$ cat src/rtl/pp_dma_pkg.sv
package pp_dma_pkg;

    localparam int HOST_W = 32;

    // host register selects
    localparam logic [1:0] REG_BASE0 = 2'd0;
    localparam logic [1:0] REG_BASE1 = 2'd1;
    localparam logic [1:0] REG_SIZE  = 2'd2;
    localparam logic [1:0] REG_CTRL  = 2'd3;

    // control register bits
    localparam int CTRL_ACK_BIT     = 0;
    localparam int CTRL_CLR_OVF_BIT = 1;

    typedef enum logic [2:0] {
        ST_IDLE,
        ST_STARVE,
        ST_WAIT_DATA,
        ST_SEND,
        ST_SWITCH
    } seq_state_t;

endpackage

$ cat src/rtl/pp_word_fifo.sv
module pp_word_fifo #(
    parameter int DW    = 32,
    parameter int DEPTH = 64,
    localparam int PW   = $clog2(DEPTH),
    localparam int CW   = $clog2(DEPTH + 1)
) (
    input  logic          clk,
    input  logic          rst_n,
    input  logic          wr_en,
    input  logic [DW-1:0] wr_data,
    input  logic          rd_en,
    output logic [DW-1:0] rd_data,
    output logic [CW-1:0] count,
    output logic          full,
    output logic          wr_drop
);

    logic [DW-1:0] mem [DEPTH];
    logic [PW-1:0] wr_ptr;
    logic [PW-1:0] rd_ptr;
    logic          do_wr;
    logic          do_rd;

    assign full    = (count == CW'(DEPTH));
    assign do_wr   = wr_en && !full;
    assign do_rd   = rd_en && (count != '0);
    assign wr_drop = wr_en && full;
    assign rd_data = mem[rd_ptr];

    always_ff @(posedge clk) begin
        if (do_wr) begin
            mem[wr_ptr] <= wr_data;
        end
    end

    always_ff @(posedge clk) begin
        if (!rst_n) begin
            wr_ptr <= '0;
            rd_ptr <= '0;
            count  <= '0;
        end else begin
            if (do_wr) begin
                wr_ptr <= wr_ptr + 1'b1;
            end
            if (do_rd) begin
                rd_ptr <= rd_ptr + 1'b1;
            end
            unique case ({do_wr, do_rd})
                2'b10:   count <= count + 1'b1;
                2'b01:   count <= count - 1'b1;
                default: count <= count;
            endcase
        end
    end

endmodule

$ cat src/rtl/pp_addr_bank.sv
module pp_addr_bank
    import pp_dma_pkg::*;
#(
    parameter int AW       = 32,
    parameter int SIZE_W   = 16,
    parameter int DEF_SIZE = 512
) (
    input  logic              clk,
    input  logic              rst_n,
    input  logic              host_we,
    input  logic [1:0]        host_addr,
    input  logic [HOST_W-1:0] host_wdata,
    input  logic              release_en,
    input  logic              release_idx,
    output logic [AW-1:0]     base [2],
    output logic [1:0]        ready,
    output logic [SIZE_W-1:0] buf_size
);

    for (genvar i = 0; i < 2; i++) begin : g_slot
        logic load_hit;
        // a slot accepts a new address only while it is released
        assign load_hit = host_we && (host_addr == 2'(i)) && !ready[i];

        always_ff @(posedge clk) begin
            if (!rst_n) begin
                base[i]  <= '0;
                ready[i] <= 1'b0;
            end else if (load_hit) begin
                base[i]  <= host_wdata[AW-1:0];
                ready[i] <= 1'b1;
            end else if (release_en && (release_idx == 1'(i))) begin
                ready[i] <= 1'b0;
            end
        end
    end

    always_ff @(posedge clk) begin
        if (!rst_n) begin
            buf_size <= SIZE_W'(DEF_SIZE);
        end else if (host_we && host_addr == REG_SIZE) begin
            buf_size <= host_wdata[SIZE_W-1:0];
        end
    end

endmodule

$ cat src/rtl/pp_irq_status.sv
module pp_irq_status (
    input  logic clk,
    input  logic rst_n,
    input  logic done_pulse,
    input  logic done_idx_in,
    input  logic ack,
    input  logic ovf_set,
    input  logic ovf_clr,
    output logic irq,
    output logic done_idx,
    output logic overflow
);

    always_ff @(posedge clk) begin
        if (!rst_n) begin
            irq      <= 1'b0;
            done_idx <= 1'b0;
            overflow <= 1'b0;
        end else begin
            if (done_pulse) begin
                irq      <= 1'b1;
                done_idx <= done_idx_in;
            end else if (ack) begin
                irq <= 1'b0;
            end
            if (ovf_set) begin
                overflow <= 1'b1;
            end else if (ovf_clr) begin
                overflow <= 1'b0;
            end
        end
    end

endmodule

$ cat src/rtl/pp_wr_seq.sv
module pp_wr_seq
    import pp_dma_pkg::*;
#(
    parameter int AW            = 32,
    parameter int DW            = 32,
    parameter int SIZE_W        = 16,
    parameter int PAYLOAD_BYTES = 128,
    parameter int CW            = 7,
    localparam int LW           = $clog2(PAYLOAD_BYTES + 1),
    localparam int BSH          = $clog2(DW / 8)
) (
    input  logic              clk,
    input  logic              rst_n,
    input  logic [AW-1:0]     base [2],
    input  logic [1:0]        ready,
    input  logic [SIZE_W-1:0] buf_size,
    input  logic [CW-1:0]     fifo_count,
    input  logic [DW-1:0]     fifo_data,
    output logic              fifo_pop,
    input  logic              tlp_ready,
    output logic              tlp_valid,
    output logic              tlp_sop,
    output logic              tlp_eop,
    output logic [AW-1:0]     tlp_addr,
    output logic [LW-1:0]     tlp_len,
    output logic [DW-1:0]     tlp_data,
    output logic              done_pulse,
    output logic              active_idx,
    output logic              starved
);

    seq_state_t        state;
    seq_state_t        state_n;
    logic              act;
    logic [SIZE_W-1:0] offset;
    logic [LW-1:0]     cur_len;
    logic [LW-1:0]     beat;

    logic [SIZE_W-1:0] remain;
    logic [LW-1:0]     nxt_len;
    logic [LW-1:0]     nxt_words;
    logic [LW-1:0]     cur_words;
    logic [SIZE_W-1:0] offset_sum;
    logic              go;
    logic              accept;
    logic              last;

    assign remain     = buf_size - offset;
    assign nxt_len    = (remain > SIZE_W'(PAYLOAD_BYTES)) ? LW'(PAYLOAD_BYTES) : LW'(remain);
    assign nxt_words  = nxt_len >> BSH;
    assign cur_words  = cur_len >> BSH;
    assign offset_sum = offset + SIZE_W'(cur_len);
    assign go         = (fifo_count >= CW'(nxt_words));
    assign accept     = (state == ST_SEND) && tlp_ready;
    assign last       = (beat == cur_words - 1'b1);

    // state register
    always_ff @(posedge clk) begin
        if (!rst_n) begin
            state <= ST_IDLE;
        end else begin
            state <= state_n;
        end
    end

    // next-state logic
    always_comb begin
        state_n = state;
        unique case (state)
            ST_IDLE, ST_STARVE: begin
                if (ready[act]) state_n = ST_WAIT_DATA;
            end
            ST_WAIT_DATA: begin
                if (go) state_n = ST_SEND;
            end
            ST_SEND: begin
                if (accept && last) begin
                    state_n = (offset_sum >= buf_size) ? ST_SWITCH : ST_WAIT_DATA;
                end
            end
            ST_SWITCH: begin
                state_n = ready[~act] ? ST_WAIT_DATA : ST_STARVE;
            end
        endcase
    end

    // datapath registers: active slot, buffer offset, packet length, beat
    always_ff @(posedge clk) begin
        if (!rst_n) begin
            act     <= 1'b0;
            offset  <= '0;
            cur_len <= '0;
            beat    <= '0;
        end else begin
            unique case (state)
                ST_IDLE, ST_STARVE: begin
                    beat <= '0;
                end
                ST_WAIT_DATA: begin
                    if (go) begin
                        cur_len <= nxt_len;
                        beat    <= '0;
                    end
                end
                ST_SEND: begin
                    if (accept) begin
                        if (last) begin
                            beat   <= '0;
                            offset <= offset_sum;
                        end else begin
                            beat <= beat + 1'b1;
                        end
                    end
                end
                ST_SWITCH: begin
                    act    <= ~act;
                    offset <= '0;
                end
            endcase
        end
    end

    // outputs
    always_comb begin
        tlp_valid  = (state == ST_SEND);
        tlp_sop    = (state == ST_SEND) && (beat == '0);
        tlp_eop    = (state == ST_SEND) && last;
        tlp_addr   = base[act] + AW'(offset);
        tlp_len    = cur_len;
        tlp_data   = fifo_data;
        fifo_pop   = accept;
        done_pulse = (state == ST_SWITCH);
        starved    = (state == ST_STARVE);
        active_idx = act;
    end

endmodule

$ cat src/rtl/pingpong_dma_wr.sv
module pingpong_dma_wr
    import pp_dma_pkg::*;
#(
    parameter int AW            = 32,
    parameter int DW            = 32,
    parameter int FIFO_DEPTH    = 64,
    parameter int PAYLOAD_BYTES = 128,
    parameter int SIZE_W        = 16,
    parameter int DEF_SIZE      = 512,
    localparam int LW           = $clog2(PAYLOAD_BYTES + 1)
) (
    input  logic              clk,
    input  logic              rst_n,
    input  logic              prod_valid,
    input  logic [DW-1:0]     prod_data,
    output logic              prod_full,
    input  logic              host_we,
    input  logic [1:0]        host_addr,
    input  logic [HOST_W-1:0] host_wdata,
    output logic              tlp_valid,
    input  logic              tlp_ready,
    output logic              tlp_sop,
    output logic              tlp_eop,
    output logic [AW-1:0]     tlp_addr,
    output logic [LW-1:0]     tlp_len,
    output logic [DW-1:0]     tlp_data,
    output logic              irq,
    output logic              done_idx,
    output logic              active_idx,
    output logic              starved,
    output logic              overflow
);

    localparam int CW = $clog2(FIFO_DEPTH + 1);

    logic [DW-1:0]     fifo_head;
    logic [CW-1:0]     fifo_count;
    logic              fifo_pop;
    logic              wr_drop;
    logic [AW-1:0]     base [2];
    logic [1:0]        ready;
    logic [SIZE_W-1:0] buf_size;
    logic              done_pulse;
    logic              ctrl_wr;

    assign ctrl_wr = host_we && (host_addr == REG_CTRL);

    pp_word_fifo #(
        .DW    (DW),
        .DEPTH (FIFO_DEPTH)
    ) u_fifo (
        .clk     (clk),
        .rst_n   (rst_n),
        .wr_en   (prod_valid),
        .wr_data (prod_data),
        .rd_en   (fifo_pop),
        .rd_data (fifo_head),
        .count   (fifo_count),
        .full    (prod_full),
        .wr_drop (wr_drop)
    );

    pp_addr_bank #(
        .AW       (AW),
        .SIZE_W   (SIZE_W),
        .DEF_SIZE (DEF_SIZE)
    ) u_bank (
        .clk         (clk),
        .rst_n       (rst_n),
        .host_we     (host_we),
        .host_addr   (host_addr),
        .host_wdata  (host_wdata),
        .release_en  (done_pulse),
        .release_idx (active_idx),
        .base        (base),
        .ready       (ready),
        .buf_size    (buf_size)
    );

    pp_wr_seq #(
        .AW            (AW),
        .DW            (DW),
        .SIZE_W        (SIZE_W),
        .PAYLOAD_BYTES (PAYLOAD_BYTES),
        .CW            (CW)
    ) u_seq (
        .clk        (clk),
        .rst_n      (rst_n),
        .base       (base),
        .ready      (ready),
        .buf_size   (buf_size),
        .fifo_count (fifo_count),
        .fifo_data  (fifo_head),
        .fifo_pop   (fifo_pop),
        .tlp_ready  (tlp_ready),
        .tlp_valid  (tlp_valid),
        .tlp_sop    (tlp_sop),
        .tlp_eop    (tlp_eop),
        .tlp_addr   (tlp_addr),
        .tlp_len    (tlp_len),
        .tlp_data   (tlp_data),
        .done_pulse (done_pulse),
        .active_idx (active_idx),
        .starved    (starved)
    );

    pp_irq_status u_status (
        .clk         (clk),
        .rst_n       (rst_n),
        .done_pulse  (done_pulse),
        .done_idx_in (active_idx),
        .ack         (ctrl_wr && host_wdata[CTRL_ACK_BIT]),
        .ovf_set     (wr_drop),
        .ovf_clr     (ctrl_wr && host_wdata[CTRL_CLR_OVF_BIT]),
        .irq         (irq),
        .done_idx    (done_idx),
        .overflow    (overflow)
    );

endmodule

$ cat config.mk
export PLATFORM = sky130hd
export DESIGN_NAME = pingpong_dma_wr
export DESIGN_NICKNAME = d
export VERILOG_FILES = /design/src/rtl/pp_dma_pkg.sv /design/src/rtl/pp_word_fifo.sv /design/src/rtl/pp_addr_bank.sv /design/src/rtl/pp_irq_status.sv /design/src/rtl/pp_wr_seq.sv /design/src/rtl/pingpong_dma_wr.sv
export SDC_FILE = /design/constraint.sdc
export NUM_CORES = 2
export LEC_CHECK = 0
export ABC_AREA = 1
export BUFFER_PORTS_ARGS = -buffer_cell sky130_fd_sc_hd__buf_2
export CAP_MARGIN = 20
export CELL_PAD_IN_SITES_DETAIL_PLACEMENT = 0
export CELL_PAD_IN_SITES_GLOBAL_PLACEMENT = 1
export CORE_ASPECT_RATIO = 1.2
export CORE_UTILIZATION = 37
export DETAILED_ROUTE_END_ITERATION = 16
export PLACE_DENSITY = 0.67
export SLEW_MARGIN = 20
export SYNTH_ARGS = -nofsm -noshare
export SYNTH_HDL_FRONTEND = slang
export SYNTH_SLANG_ARGS = --single-unit
export TNS_END_PERCENT = 100
$ cat constraint.sdc
create_clock -name clk -period 5.3 [get_ports clk]
set_clock_uncertainty 0.15 [all_clocks]
set_input_delay 0.795 -clock clk [delete_from_list [all_inputs] [get_ports clk]]
set_output_delay 0.795 -clock clk [all_outputs]
set_load 0.01 [all_outputs]
Yosys cells after proc, flatten, opt, wreduce, memory -nomap -nowiden
Memory sizes are Yosys's and may differ from the RTL's. A register that Yosys moved wholly into a read port is not among the register bits.
Index checks and enable logic that the tools add are counted.

storage, ports and cells
  bits of input ports = 71
  memories kept = 1
  output and inout bits = 81
  memory bits (writable) = 2048
  flip-flop bits (word level) = 140
  word-level logic and storage cells = 120

operators by class
  reduce and logical (&&, ||, !) cells = 36
  equal/unequal tests = 16
  order comparisons = 6
  add/sub/neg operators = 9
  mux-type cells = 34
  bitwise gates (word level) = 2

memory list
  memory      depth  width  rd ports  clocked after Yosys merged registers in  write ports  RTL line            source
  u_fifo.mem  64     32     1         1                                        1            pp_word_fifo.sv:18  logic [DW-1:0] mem [DEPTH];

operators with widths
  operator             number
  $mux 32              3
  $add 32x16->32       1
  $mux 16              2
  $mux 8               4
  $pmux 16 s2          1
  $pmux 8 s3           1
  $logic_and 1x1->1    17
  $add 16x8->16        1
  $ge 16x16->1         1
  $gt 16x8->1 const B  1
  $sub 16x16->16       1
  $mux 1               14
  $pmux 7 s2           1
  $add 6x1->6 const B  2
  $mux 3               4
  $mux 6               2
  $pmux 3 s4           1
  $reduce_bool 2->1    6
  $ne 2x1->1 const B   5
  $reduce_and 3->1     3
  $add 8x1->8 const B  1
  $eq 8x8->1           1
  $logic_not 8->1      1
  $add 7x1->7 const B  1
  21 further kinds     28

Depth between registers and ports, before layout
  word-level depth = 6
  mapped depth = 27
  depth with buffers taken out = 27

Hierarchy
A second synthesis with hierarchy kept.

second synthesis, totals
  cells, all modules = 8399
  area, all modules = 92977.9 sq um

by module, submodules not included
  module           area an instance (sq um)  seq. area each (sq um)  cells an instance  times used
  pp_word_fifo     83430.0                   61999.5                 6918               1
  pp_wr_seq        5851.9                    720.7                   984                1
  pp_addr_bank     3563.4                    1641.6                  477                1
  pp_irq_status    112.6                     60.1                    15                 1
  pingpong_dma_wr  20.0                      0.0                     5                  1

Worst setup path before layout
No wires, ideal clock.

  path kind = input -> register
  start point = input prod_valid
  end point = memory u_fifo.mem[63][0], enable pin
  arrival time = 3452 ps
  path buffers = 0
  required time = 4684 ps
  stages on the path = 4
  slack = 1232 ps
  library setup time = 466 ps
  path through = o21ai_2 -> inv_2 -> nand2_1 -> nor3_1

on the way
  longest elaborated chain between the ends = 3

RTL lines
  what                          RTL line               source
  start, declared               pingpong_dma_wr.sv:14  input logic prod_valid,
  $logic_and 1x1->1             pp_word_fifo.sv:25     assign do_wr = wr_en && !full;
  $mux 1                        pp_word_fifo.sv:31     if (do_wr) begin
  $mux 1 (not written as such)  pp_word_fifo.sv:32     mem[wr_ptr] <= wr_data;
  end, declared                 pp_word_fifo.sv:18

Every way passes these cells.

==> results.toml <==
[outcome]
status = "finished, final reports clean"

[clock_tree]
worstSkewPairLatency_ns = 0.87
root_buffer = "clkbuf_16"
numCtsBuffers = 222
clockBufferDepth = 4
post_cts_resized = 0
tritoncts = "yes"
clk_pin_slew_worst_paths_ns = 0.06
clock_sinks = 2194
htreeDepth = 4

[worst_setup_path]
required_ns = 4.36
r2r_slack_ns = 0.97
worstReg2RegStart = "u_seq.offset[0]"
critPathMaxFanout = 72
crit_path_start_kind = "flop"
path_class = "flop to output pin"
reg2reg_depth = 22
end_kind = "output pin"
endpoint = "tlp_data[20]"
crit_arrival_ns = 3.95
r2r_end = "u_seq.beat[0]"

[routing]
wire_per_inst_um = 24.8
ant_nets = 0
drtPass1Iterations = 6
drt_iter0_drc = 6223
wirelength_um = 272000
viasPerCell = 5.55
drc = 0
vias = 60800

[logic_synthesis]
syn_nets = 7621
yosys_register_bits = 2194
syn_area_sq_um = 89700
synthFlopType = "edfxtp_1"
avgSynthCellArea_sq_um = 12.0
ys_seq_area_share_pct = 71.8
yosys.cell_types.count = 54
synth_edf_count = 2048
async_flop_share_pct = 0
yosys_warnings = 0
synth_cells = 7474

[pwr]
power_leakage_nw = 34.6
p_clk_share_pct = 43.0
pwr-share-seq_pct = 53.9
p_comb_share_pct = 3.1
intPower_w = 0.0278
ir_drop_mv = 0.256
p_sw_w = 0.00748
swShare_pct = 21.2
p_per_area_nw_per_um2 = 347

[global_routing]
grt_overflow_total = 0
first_global_vias = 58500
grt_pass1_wl_um = 395000
track_usage_pct = 21.6
grt_max_degree = 188
antenna_found_initial = 21

[floorplan]
die_area_sq_um = 245000
core_area_sq_um = 241000
top_level_ports = 152
start_util_pct = 37.3
rows = 197
die_h_um = 541
die_w_um = 452

[timing]
worstMarginPinSlew_ns = 1.20
finalHoldViolations = 0
drv_slew = 0
tns_ns = 0
setup_violations = 0
slew_headroom_pct = 20.1
grt_setup_unrepaired = "no"
fmaxAchievable_mhz = 204
final.min_clock_period_ns = 4.90
setup_ws_ns = 0.400
finalCritPeriodShare_pct = 92.5

[layout]
layout_commonest_cell = "edfxtp_1"
area_growth_pct = 13.6
final_area_sq_um = 102000
nNetsFinal = 7730
layout_common_cells = "edfxtp_1 (2048), nor2_1 (1448), o21ai_0 (1286)"
drive_gt1_share_pct = 9.80
utilization_pct = 42.4

[flow_run]
cap_viol_max_count = 0

[place]
dp_hpwl_um = 150000
place_area_sq_um = 94700
gp_routability_congestion = 0.824
pre_cts_ws_ns = 1.04
port_buffers = 151

[min_path]
hp-start = "host_wdata[5]"
holdCritPathClass = "input port to flop"
[cell type report]
cell class	instances	area, sq um
clock buffers	278	5840
flip-flops and latches	2194	64400
inverters	189	761
clock inverters	122	1020
repair buffers	372	3020
multi-input cells	4604	22800
well taps	3184	3980
fillers	22300	139000
diodes	12	30.0
[flip-flops by register name, indices dropped and copies added, names as in the netlist, 6 cells and up, named ones only]
name	cells
u_bank.buf_size	16
u_fifo.count	7
u_seq.offset	16
u_bank.base	64
u_fifo.rd_ptr	6
u_seq.tlp_len	8
u_fifo.mem	2048
u_fifo.wr_ptr	6
u_seq.beat	8
[critical path, cell delays in order (launching register included)]
cell,delay [ns]
dfxtp_4,0.51
inv_8,0.53
buf_12,0.33
o21ai_0,0.14
o22ai_1,0.15
o21ai_0,0.09
o22ai_1,0.24
o21ai_1,0.12
o21ai_1,0.62
buf_2,0.27
[cell usage after synthesis (17+ instances only)]
library cell / n / area share (%)
edfxtp_1: 2048 / 69
inv_1: 179 / 0.75
dfxtp_1: 146 / 3.3
xnor2_1: 17 / 0.17
buf_1: 19 / 0.079
o21ai_0: 1286 / 7.2
nand4_1: 38 / 0.26
nand3_1: 172 / 0.96
ha_1: 72 / 1.0
buf_2: 135 / 0.75
buf_4: 33 / 0.28
nor2_1: 1509 / 6.3
nor3_1: 22 / 0.12
o21ai_1: 104 / 0.58
clkbuf_1: 279 / 1.2
xor2_1: 38 / 0.37
o22ai_1: 595 / 4.1
a21oi_1: 120 / 0.67
buf_6: 17 / 0.21
nand2_1: 542 / 2.3
[power groups by stage]
stage          Clock [W]  Sequential [W]  Combinational, W
2_1_floorplan          0          0.0194          0.000506
3_3_place_gp           0          0.0194           0.00106
3_5_place_dp           0          0.0194           0.00107
4_1_cts           0.0154          0.0191           0.00108
5_1_grt           0.0160          0.0190           0.00120
6_report          0.0152          0.0190           0.00109
[worst min path at each step]
stage               cells past startpoint                  to
global placement                        2   u_status.overflow
finish                                  3     u_bank.base[37]
global route                            3     u_bank.base[37]
floorplan                               2  u_bank.buf_size[0]
CTS                                     3     u_bank.base[37]
detailed placement                      2   u_status.overflow
[logic make-up (layout without fill, tap and decap cells)]
family | count (synthesis) | count (layout) | share of synthesized area (%)
XOR/XNOR | 55 | 55 | 0.537
AND/OR/NAND/NOR | 2323 | 2323 | 10.3
other | 0 | 12 | 0
adder cells (fa/ha/maj) | 76 | 76 | 1.09
buffers and inverters | 676 | 961 | 3.34
AO/OA/AOI/OAI | 2143 | 2143 | 12.9
flip-flops | 2194 | 2194 | 71.8
multiplexers | 7 | 7 | 0.0781
[metal layers]
metal / routed length (um) / global-route usage [%] / share of wire (%)
met1: 113000 / 28.6 / 42
met2: 133000 / 37.1 / 49
met3: 17600 / 2.78 / 6.5
met5: 21 / 0 / 0.0077
met4: 7550 / 6.31 / 2.8
[metrics by stage]
step	hold WS (ns)	cells	power, W
floorplan	0.304	7474	0.0199
global placement	0.305	10500	0.0205
detailed placement	0.313	10500	0.0205
CTS	0.00487	10900	0.0356
global route	0.0330	11000	0.0363
finish	0.0559	11000	0.0353
[repair_timing]
item,4_1_cts,5_1_grt
endpoints found under the hold margin,34,0
buffers inserted,0,0
hold buffers,17,0
(Power assumes the default switching activity.)
